<file path="config.mk">
export PLATFORM = sky130hd
export DESIGN_NAME = rootport_reset_seq
export DESIGN_NICKNAME = d
export VERILOG_FILES = /design/src/rtl/rootport_reset_seq_pkg.sv /design/src/rtl/rootport_reset_seq_timer.sv /design/src/rtl/rootport_reset_seq_fsm.sv /design/src/rtl/rootport_reset_seq_outreg.sv /design/src/rtl/rootport_reset_seq.sv
export SDC_FILE = /design/constraint.sdc
export NUM_CORES = 1
export LEC_CHECK = 0
export BUFFER_PORTS_ARGS = -buffer_cell sky130_fd_sc_hd__buf_2
export CORE_ASPECT_RATIO = 1.75
export CORE_MARGIN = 3
export CORE_UTILIZATION = 49
export CTS_CLUSTER_DIAMETER = 150
export DETAILED_ROUTE_END_ITERATION = 7
export GPL_ROUTABILITY_DRIVEN = 0
export PLACE_DENSITY = 0.85
export SLEW_MARGIN = 20
export SYNTH_ARGS = -nofsm -noshare
export SYNTH_HDL_FRONTEND = slang
export SYNTH_SLANG_ARGS = --single-unit
</file>
<file path="constraint.sdc">
create_clock -name clk -period 2.4 [get_ports clk]
set_clock_uncertainty 0.1 [all_clocks]
set_input_delay 0.48 -clock clk [delete_from_list [all_inputs] [get_ports clk]]
set_output_delay 0.48 -clock clk [all_outputs]
set_load 0.005 [all_outputs]
</file>
<file path="src/rtl/rootport_reset_seq_pkg.sv">
// Package: shared state encoding and a width helper for the reset sequencer.
// Assumes nothing beyond IEEE 1800-2017.
package rootport_reset_seq_pkg;

    typedef enum logic [2:0] {
        ST_IDLE,
        ST_ASSERT_ALL,
        ST_RELEASE_CORE,
        ST_HOLD_CARD,
        ST_POST_WAIT,
        ST_POLL_LINK,
        ST_DONE,
        ST_FAIL
    } seq_state_e;

    // Larger of two counts, used to size the shared state timer.
    function automatic int unsigned seq_max(input int unsigned a, input int unsigned b);
        return (a > b) ? a : b;
    endfunction

endpackage

</file>
<file path="src/rtl/rootport_reset_seq_timer.sv">
// Module: cycle counter with a synchronous restart.
// WRAP == 0 gives a saturating up-counter. WRAP > 0 gives a counter that
// returns to zero after WRAP-1. Assumes W is wide enough for WRAP-1.
module rootport_reset_seq_timer #(
    parameter int unsigned W    = 8,
    parameter int unsigned WRAP = 0
) (
    input  logic         clk,
    input  logic         rst_n,
    input  logic         restart,
    output logic [W-1:0] count_q
);
    logic [W-1:0] count_d;

    generate
        if (WRAP == 0) begin : g_sat
            // Next count: clear on restart, otherwise add one and stop at all ones.
            always_comb begin
                if (restart)       count_d = '0;
                else if (&count_q) count_d = count_q;
                else               count_d = count_q + 1'b1;
            end
        end else begin : g_wrap
            localparam logic [W-1:0] LAST = W'(WRAP - 1);
            // Next count: clear on restart or after the last value.
            always_comb begin
                if (restart || count_q == LAST) count_d = '0;
                else                            count_d = count_q + 1'b1;
            end
        end
    endgenerate

    // Count register.
    always_ff @(posedge clk) begin
        if (!rst_n) count_q <= '0;
        else        count_q <= count_d;
    end
endmodule

</file>
<file path="src/rtl/rootport_reset_seq_fsm.sv">
// Module: sequencing state machine. It works out the next state from the
// cycle-in-state count and the poll phase, and flags state changes and the
// timeout capture. Assumes each cycle parameter is at least 1.
module rootport_reset_seq_fsm
    import rootport_reset_seq_pkg::*;
#(
    parameter int unsigned NUM_RST          = 3,
    parameter int unsigned ASSERT_CYC       = 4,
    parameter int unsigned PERST_HOLD_CYC   = 20,
    parameter int unsigned POST_PERST_CYC   = 15,
    parameter int unsigned POLL_CYC         = 4,
    parameter int unsigned LINK_TIMEOUT_CYC = 32,
    parameter int unsigned CNT_W            = 8,
    parameter int unsigned POLL_W           = 3
) (
    input  logic              clk,
    input  logic              rst_n,
    input  logic              start,
    input  logic              link_up,
    input  logic [CNT_W-1:0]  cnt_q,
    input  logic [POLL_W-1:0] poll_q,
    output seq_state_e        state_q,
    output seq_state_e        state_d,
    output logic              restart,
    output logic              poll_run,
    output logic              cap_en
);
    localparam logic [CNT_W-1:0]  LIM_ASSERT  = CNT_W'(ASSERT_CYC - 1);
    localparam logic [CNT_W-1:0]  LIM_RELEASE = CNT_W'(NUM_RST - 1);
    localparam logic [CNT_W-1:0]  LIM_HOLD    = CNT_W'(PERST_HOLD_CYC - 1);
    localparam logic [CNT_W-1:0]  LIM_POST    = CNT_W'(POST_PERST_CYC - 1);
    localparam logic [CNT_W-1:0]  LIM_WINDOW  = CNT_W'(LINK_TIMEOUT_CYC - 1);
    localparam logic [POLL_W-1:0] LIM_POLL    = POLL_W'(POLL_CYC - 1);

    logic poll_tick;

    // Poll point: the last cycle of each poll interval inside the window.
    assign poll_run  = (state_q == ST_POLL_LINK);
    assign poll_tick = poll_run && (poll_q == LIM_POLL);

    // Next-state decode. A sample that sees link-up wins over the timeout.
    always_comb begin
        state_d = state_q;
        unique case (state_q)
            ST_IDLE, ST_DONE, ST_FAIL:
                if (start) state_d = ST_ASSERT_ALL;
            ST_ASSERT_ALL:
                if (cnt_q == LIM_ASSERT) state_d = ST_RELEASE_CORE;
            ST_RELEASE_CORE:
                if (cnt_q == LIM_RELEASE) state_d = ST_HOLD_CARD;
            ST_HOLD_CARD:
                if (cnt_q == LIM_HOLD) state_d = ST_POST_WAIT;
            ST_POST_WAIT:
                if (cnt_q == LIM_POST) state_d = ST_POLL_LINK;
            ST_POLL_LINK:
                if (poll_tick && link_up)   state_d = ST_DONE;
                else if (cnt_q == LIM_WINDOW) state_d = ST_FAIL;
            default:
                state_d = ST_IDLE;
        endcase
    end

    // A state change restarts the cycle-in-state timer; leaving the poll window for FAIL captures the LTSSM.
    assign restart = (state_d != state_q);
    assign cap_en  = (state_q == ST_POLL_LINK) && (state_d == ST_FAIL);

    // State register.
    always_ff @(posedge clk) begin
        if (!rst_n) state_q <= ST_IDLE;
        else        state_q <= state_d;
    end
endmodule

</file>
<file path="src/rtl/rootport_reset_seq_outreg.sv">
// Module: output registers. Each output is registered from the next state,
// so the outputs follow the state register with no combinational path to
// the ports. Assumes cnt_q is the cycle-in-state count of the current state.
module rootport_reset_seq_outreg
    import rootport_reset_seq_pkg::*;
#(
    parameter int unsigned NUM_RST = 3,
    parameter int unsigned LTSSM_W = 6,
    parameter int unsigned CNT_W   = 8
) (
    input  logic               clk,
    input  logic               rst_n,
    input  seq_state_e         state_d,
    input  logic               restart,
    input  logic [CNT_W-1:0]   cnt_q,
    input  logic               cap_en,
    input  logic [LTSSM_W-1:0] ltssm_state,
    output logic [NUM_RST-1:0] core_rst_n,
    output logic               card_rst_n,
    output logic               busy,
    output logic               done,
    output logic               err,
    output logic [LTSSM_W-1:0] fail_ltssm
);
    logic [CNT_W-1:0]   stage_d;
    logic [NUM_RST-1:0] core_d;

    // Release stage in the next cycle: 0 on entry, otherwise one more than now.
    assign stage_d = restart ? '0 : cnt_q + 1'b1;

    generate
        for (genvar i = 0; i < NUM_RST; i++) begin : g_lane
            // Lane i is released once the stage reaches i, and stays released after that step.
            always_comb begin
                unique case (state_d)
                    ST_IDLE, ST_ASSERT_ALL: core_d[i] = 1'b0;
                    ST_RELEASE_CORE:        core_d[i] = (stage_d >= CNT_W'(i));
                    default:                core_d[i] = 1'b1;
                endcase
            end
        end
    endgenerate

    // Reset lines and status flags, all low while the block is in reset.
    always_ff @(posedge clk) begin
        if (!rst_n) begin
            core_rst_n <= '0;
            card_rst_n <= 1'b0;
            busy       <= 1'b0;
            done       <= 1'b0;
            err        <= 1'b0;
        end else begin
            core_rst_n <= core_d;
            card_rst_n <= (state_d == ST_POST_WAIT) || (state_d == ST_POLL_LINK) ||
                          (state_d == ST_DONE)      || (state_d == ST_FAIL);
            busy       <= (state_d != ST_IDLE) && (state_d != ST_DONE) && (state_d != ST_FAIL);
            done       <= (state_d == ST_DONE);
            err        <= (state_d == ST_FAIL);
        end
    end

    // LTSSM capture on timeout, cleared whenever a new run begins.
    always_ff @(posedge clk) begin
        if (!rst_n)                                   fail_ltssm <= '0;
        else if (cap_en)                              fail_ltssm <= ltssm_state;
        else if (restart && state_d == ST_ASSERT_ALL) fail_ltssm <= '0;
    end
endmodule

</file>
<file path="src/rtl/rootport_reset_seq.sv">
// Module: PCIe root port reset sequencer (top). It asserts all resets, releases
// the internal lanes in order, holds the card reset for a settle time, waits
// after releasing it, then polls link-up inside a bounded window. Assumes start
// is a one-cycle pulse and that every cycle parameter is at least 1.
module rootport_reset_seq
    import rootport_reset_seq_pkg::*;
#(
    parameter int unsigned NUM_RST          = 3,
    parameter int unsigned LTSSM_W          = 6,
    parameter int unsigned ASSERT_CYC       = 4,
    parameter int unsigned PERST_HOLD_CYC   = 20,
    parameter int unsigned POST_PERST_CYC   = 15,
    parameter int unsigned POLL_CYC         = 4,
    parameter int unsigned LINK_TIMEOUT_CYC = 32
) (
    input  logic               clk,
    input  logic               rst_n,
    input  logic               start,
    input  logic               link_up,
    input  logic [LTSSM_W-1:0] ltssm_state,
    output logic [NUM_RST-1:0] core_rst_n,
    output logic               card_rst_n,
    output logic               busy,
    output logic               done,
    output logic               err,
    output logic [LTSSM_W-1:0] fail_ltssm
);
    localparam int unsigned MAX_LIM = seq_max(seq_max(seq_max(ASSERT_CYC, NUM_RST),
                                              seq_max(PERST_HOLD_CYC, POST_PERST_CYC)),
                                              LINK_TIMEOUT_CYC);
    localparam int unsigned CNT_W   = $clog2(MAX_LIM + 1) + 1;
    localparam int unsigned POLL_W  = $clog2(POLL_CYC + 1);

    seq_state_e        state_q;
    seq_state_e        state_d;
    logic              restart;
    logic              poll_run;
    logic              cap_en;
    logic [CNT_W-1:0]  cnt_q;
    logic [POLL_W-1:0] poll_q;

    rootport_reset_seq_timer #(.W(CNT_W), .WRAP(0)) u_state_tmr (
        .clk     (clk),
        .rst_n   (rst_n),
        .restart (restart),
        .count_q (cnt_q)
    );

    rootport_reset_seq_timer #(.W(POLL_W), .WRAP(POLL_CYC)) u_poll_tmr (
        .clk     (clk),
        .rst_n   (rst_n),
        .restart (!poll_run),
        .count_q (poll_q)
    );

    rootport_reset_seq_fsm #(
        .NUM_RST(NUM_RST), .ASSERT_CYC(ASSERT_CYC), .PERST_HOLD_CYC(PERST_HOLD_CYC),
        .POST_PERST_CYC(POST_PERST_CYC), .POLL_CYC(POLL_CYC),
        .LINK_TIMEOUT_CYC(LINK_TIMEOUT_CYC), .CNT_W(CNT_W), .POLL_W(POLL_W)
    ) u_fsm (
        .clk      (clk),
        .rst_n    (rst_n),
        .start    (start),
        .link_up  (link_up),
        .cnt_q    (cnt_q),
        .poll_q   (poll_q),
        .state_q  (state_q),
        .state_d  (state_d),
        .restart  (restart),
        .poll_run (poll_run),
        .cap_en   (cap_en)
    );

    rootport_reset_seq_outreg #(.NUM_RST(NUM_RST), .LTSSM_W(LTSSM_W), .CNT_W(CNT_W)) u_out (
        .clk         (clk),
        .rst_n       (rst_n),
        .state_d     (state_d),
        .restart     (restart),
        .cnt_q       (cnt_q),
        .cap_en      (cap_en),
        .ltssm_state (ltssm_state),
        .core_rst_n  (core_rst_n),
        .card_rst_n  (card_rst_n),
        .busy        (busy),
        .done        (done),
        .err         (err),
        .fail_ltssm  (fail_ltssm)
    );
endmodule

</file>
==> results.py <==
metrics = {
    "place": {
        "preCtsSetupSlack_ns": -0.0251,
        "post-dp-hpwl_um": 2350,
        "numPortBuffers": 22,
    },
    "detailed_routing": {
        "drt_iter0_markers": 30,
        "drc": 0,
        "antenna_left": 0,
        "wl_um": 2960,
        "via_per_inst": 5.94,
        "wl_per_cell_um": 14.9,
        "drt-pass1-iter-count": 4,
        "dr_total_vias": 1176,
    },
    "final_layout": {
        "fillers": 201,
        "area_growth_pct": 21.4,
        "drive_above_1_share": 0.295,
        "antenna_cells": 0,
        "final_common_cell": "dfxtp_1",
        "final_util": 0.651,
        "fin_nets": 188,
        "most-common-layout-cells": "dfxtp_1, buf_2, buf_4, nand2_1, nor2_1",
    },
    "synth": {
        "async_reset_ff_frac": 0,
        "synth_top_family_by_area": "simple AND/OR/NAND/NOR gates",
        "netlist_area_sq_mm": 0.00128,
        "synth_compound_area_frac": 0.212,
        "synthSimpleGateAreaFrac": 0.255,
        "synth_cells": 142,
        "yosysSeqAreaShare": 0.391,
        "ys.warnings.count": 0,
        "synthXorXnorAreaFrac": 0.0342,
        "synth_edf_count": 0,
        "synth_mux_area_frac": 0,
        "ys_ff_latch": 25,
        "synth_ff_type": "dfxtp_1",
        "synth_fa_ha_area_frac": 0.0391,
        "avgSynthCellArea_sq_um": 9.01,
        "syn-num-nets": 156,
        "synth.distinct_cells": 46,
    },
    "floorplanning": {
        "io_pins": 23,
        "coreArea_sq_mm": 0.00239,
        "initial_core_util": 0.536,
        "rows": 23,
        "die_w_um": 44.6,
        "die_area_sq_mm": 0.00329,
        "dieHeight_um": 73.6,
    },
    "setup_path": {
        "worstSetupStartpointType": "flip-flop",
        "rr_worst_depth": 6,
        "path_buf_inv": 0,
        "cpLargestDelayFamily": "simple AND/OR/NAND/NOR gates",
        "regToRegStartpoint": "u_state_tmr.count_q[6]",
        "criticalPathCategory": "reg2reg",
        "crit_path_top_delay_cell": "or4_4",
        "cp.arrival_ns": 2.46,
        "worstPathRequired_ns": 2.47,
        "slowest_delay_ns": 0.53,
        "crit_chain": "or4_4, o311a_1, or3_4, a2111oi_4, nor3b_4, a22o_1",
        "crit_path_end_kind": "flip-flop",
        "reg2reg_slack_ns": 0.007,
        "crit_fanout": 6,
        "reg2reg_to": "u_out.fail_ltssm[5]",
    },
    "run": {
        "cap_violations": 0,
    },
    "global_route": {
        "grt_start_max_net_pins": 16,
        "grt_use_total": 0.199,
        "antenna_found_initial": 0,
        "grt_pass1_vias": 1198,
        "gr-total-overflow": 0,
        "grt_pass1_wl_um": 4910,
    },
    "timing": {
        "fmaxAchievable_mhz": 418,
        "max_slew_margin": 0.686,
        "rsz0062_at_grt": "true",
        "fin_crit_sh": 0.997,
        "holdWs_ns": 0.321,
        "min_period_ns": 2.39,
        "maxSlewViolCount": 0,
        "worst_pin_slew_ns": 0.470,
        "setup_viol": 0,
        "hold_viol_final": 0,
        "fin_ws_ns": 0.00745,
    },
    "status": {
        "status": "completed",
    },
    "cts": {
        "htree_levels": 1,
        "cts.root.buffer_cell": "clkbuf_8",
        "cts_made_buffers": 3,
        "tritoncts": "yes",
        "cts_setup_buffers": 0,
        "clock_sinks": 25,
        "clk_latency_ns": 0.27,
        "postCtsHoldBufs": 0,
        "clk_path_buf_depth": 2,
        "clkTransAtPathRegs_ns": 0.09,
    },
    "pwr": {
        "p_leak_nw": 0.672,
        "totalPowerFinal_uw": 772,
        "power_density_mw_per_mm2": 497,
        "peakVddDrop_mv": 0.486,
    },
    "hold_path": {
        "worstHoldPathType": "in2reg",
        "whs_endpoint": "u_out.fail_ltssm[0]",
        "hold_path_depth": 2,
        "hp-start": "ltssm_state[0]",
    },
}
## repair_timing
item | 4_1_cts | 5_1_grt
endpoints found under the setup margin | 7 | 17
resized for setup | 3 | 3
pin swaps | 0 | 6
endpoints found under the hold margin | 0 | 0
## where the power goes
part           leakage (nW)  total [mW]  internal, mW  switching, mW
Clock                0.0217       0.255         0.118          0.137
Combinational         0.448      0.0897        0.0418         0.0479
Sequential            0.202       0.427         0.422        0.00499
## synth_stat cells (2+ instances only)
library cell  count  share of area
dfxtp_1          25           0.39
nand2_1          13          0.038
nor2_1           13          0.038
a21oi_1           7          0.027
a22o_1            7          0.048
inv_1             7          0.021
clkbuf_1          6          0.018
ha_1              4          0.039
a31oi_1           3          0.015
buf_6             3          0.026
nand3_1           3          0.012
nand4_1           3          0.015
nor2b_1           3          0.015
nor3_1            3          0.012
or3_1             3          0.015
xnor2_1           3          0.021
a211oi_1          2          0.012
nor4b_1           2          0.014
o21a_1            2          0.012
o22ai_1           2         0.0098
o32ai_1           2          0.014
xor2_1            2          0.014
## worst max-delay path by stage
| stage | start | endpoint | slack (ns) | cells after the start |
|---|---|---|---|---|
| 6_report | u_state_tmr.count_q[6] | u_out.fail_ltssm[5] | 0.007 | 6 |
| 5_1_grt | u_state_tmr.count_q[6] | u_out.fail_ltssm[4] | -0.06 | 6 |
| 4_1_cts | u_state_tmr.count_q[6] | u_out.fail_ltssm[5] | 0.004 | 6 |
| 3_5_place_dp | u_state_tmr.count_q[6] | u_out.fail_ltssm[5] | -0.03 | 6 |
| 3_3_place_gp | u_state_tmr.count_q[6] | u_out.fail_ltssm[4] | 0.03 | 6 |
| 2_1_floorplan | u_state_tmr.count_q[2] | u_out.fail_ltssm[0] | -0.19 | 9 |
## worst reg2reg max path: cells and delay by family, from the launching register on
kind | cells | cell delay [ns]
flip-flops | 1 | 0.32
AO/OA/AOI/OAI | 3 | 0.84
AND/OR/NAND/NOR | 3 | 1.04
## layout make-up
type	instances	area, sq um	area share
multi-input combinational	100	724	0.466
sequential	25	500	0.322
timing repair buffer	37	223	0.143
clock buffer	3	41.3	0.0266
tap	25	31.3	0.0201
inverter	7	26.3	0.0169
clock inverter	1	7.51	0.00483
## flip-flops by register name (all words and copies together), names as in the netlist
name,flops
u_out.done,1
u_out.core_rst_n,3
u_poll_tmr.count_q,3
u_out.fail_ltssm,6
u_out.err,1
u_out.card_rst_n,1
u_state_tmr.count_q,7
u_fsm.state_q,2
u_out.busy,1
## kinds of logic (layout without fill, tap and decap cells)
group / count (synthesis) / count (layout)
xor gates and xnor gates: 5 / 5
DFF: 25 / 25
AOI/OAI and AO/OA: 34 / 34
and+or+nand+nor: 57 / 57
adders and majority gates: 4 / 4
buffers and inverters: 17 / 48
## metal layers
metal / GRT usage / vias to the layer above / part of all wire
li1: - / 577 / -
met1: 0.202 / 563 / 0.37
met2: 0.360 / 27 / 0.56
met3: 0.0294 / 9 / 0.038
met4: 0.124 / 0 / 0.031
met5: 0 / - / 0
## stage by stage
step	setup TNS, ns	cells	area, sq um
after floorplan	-1.17	142	1280
after global placement	0	194	1470
after detailed placement	-0.0806	194	1470
after CTS	0	198	1530
after global routing	-0.332	198	1550
final	0	198	1550
No activity file was read; power rests on OpenSTA's default activity.
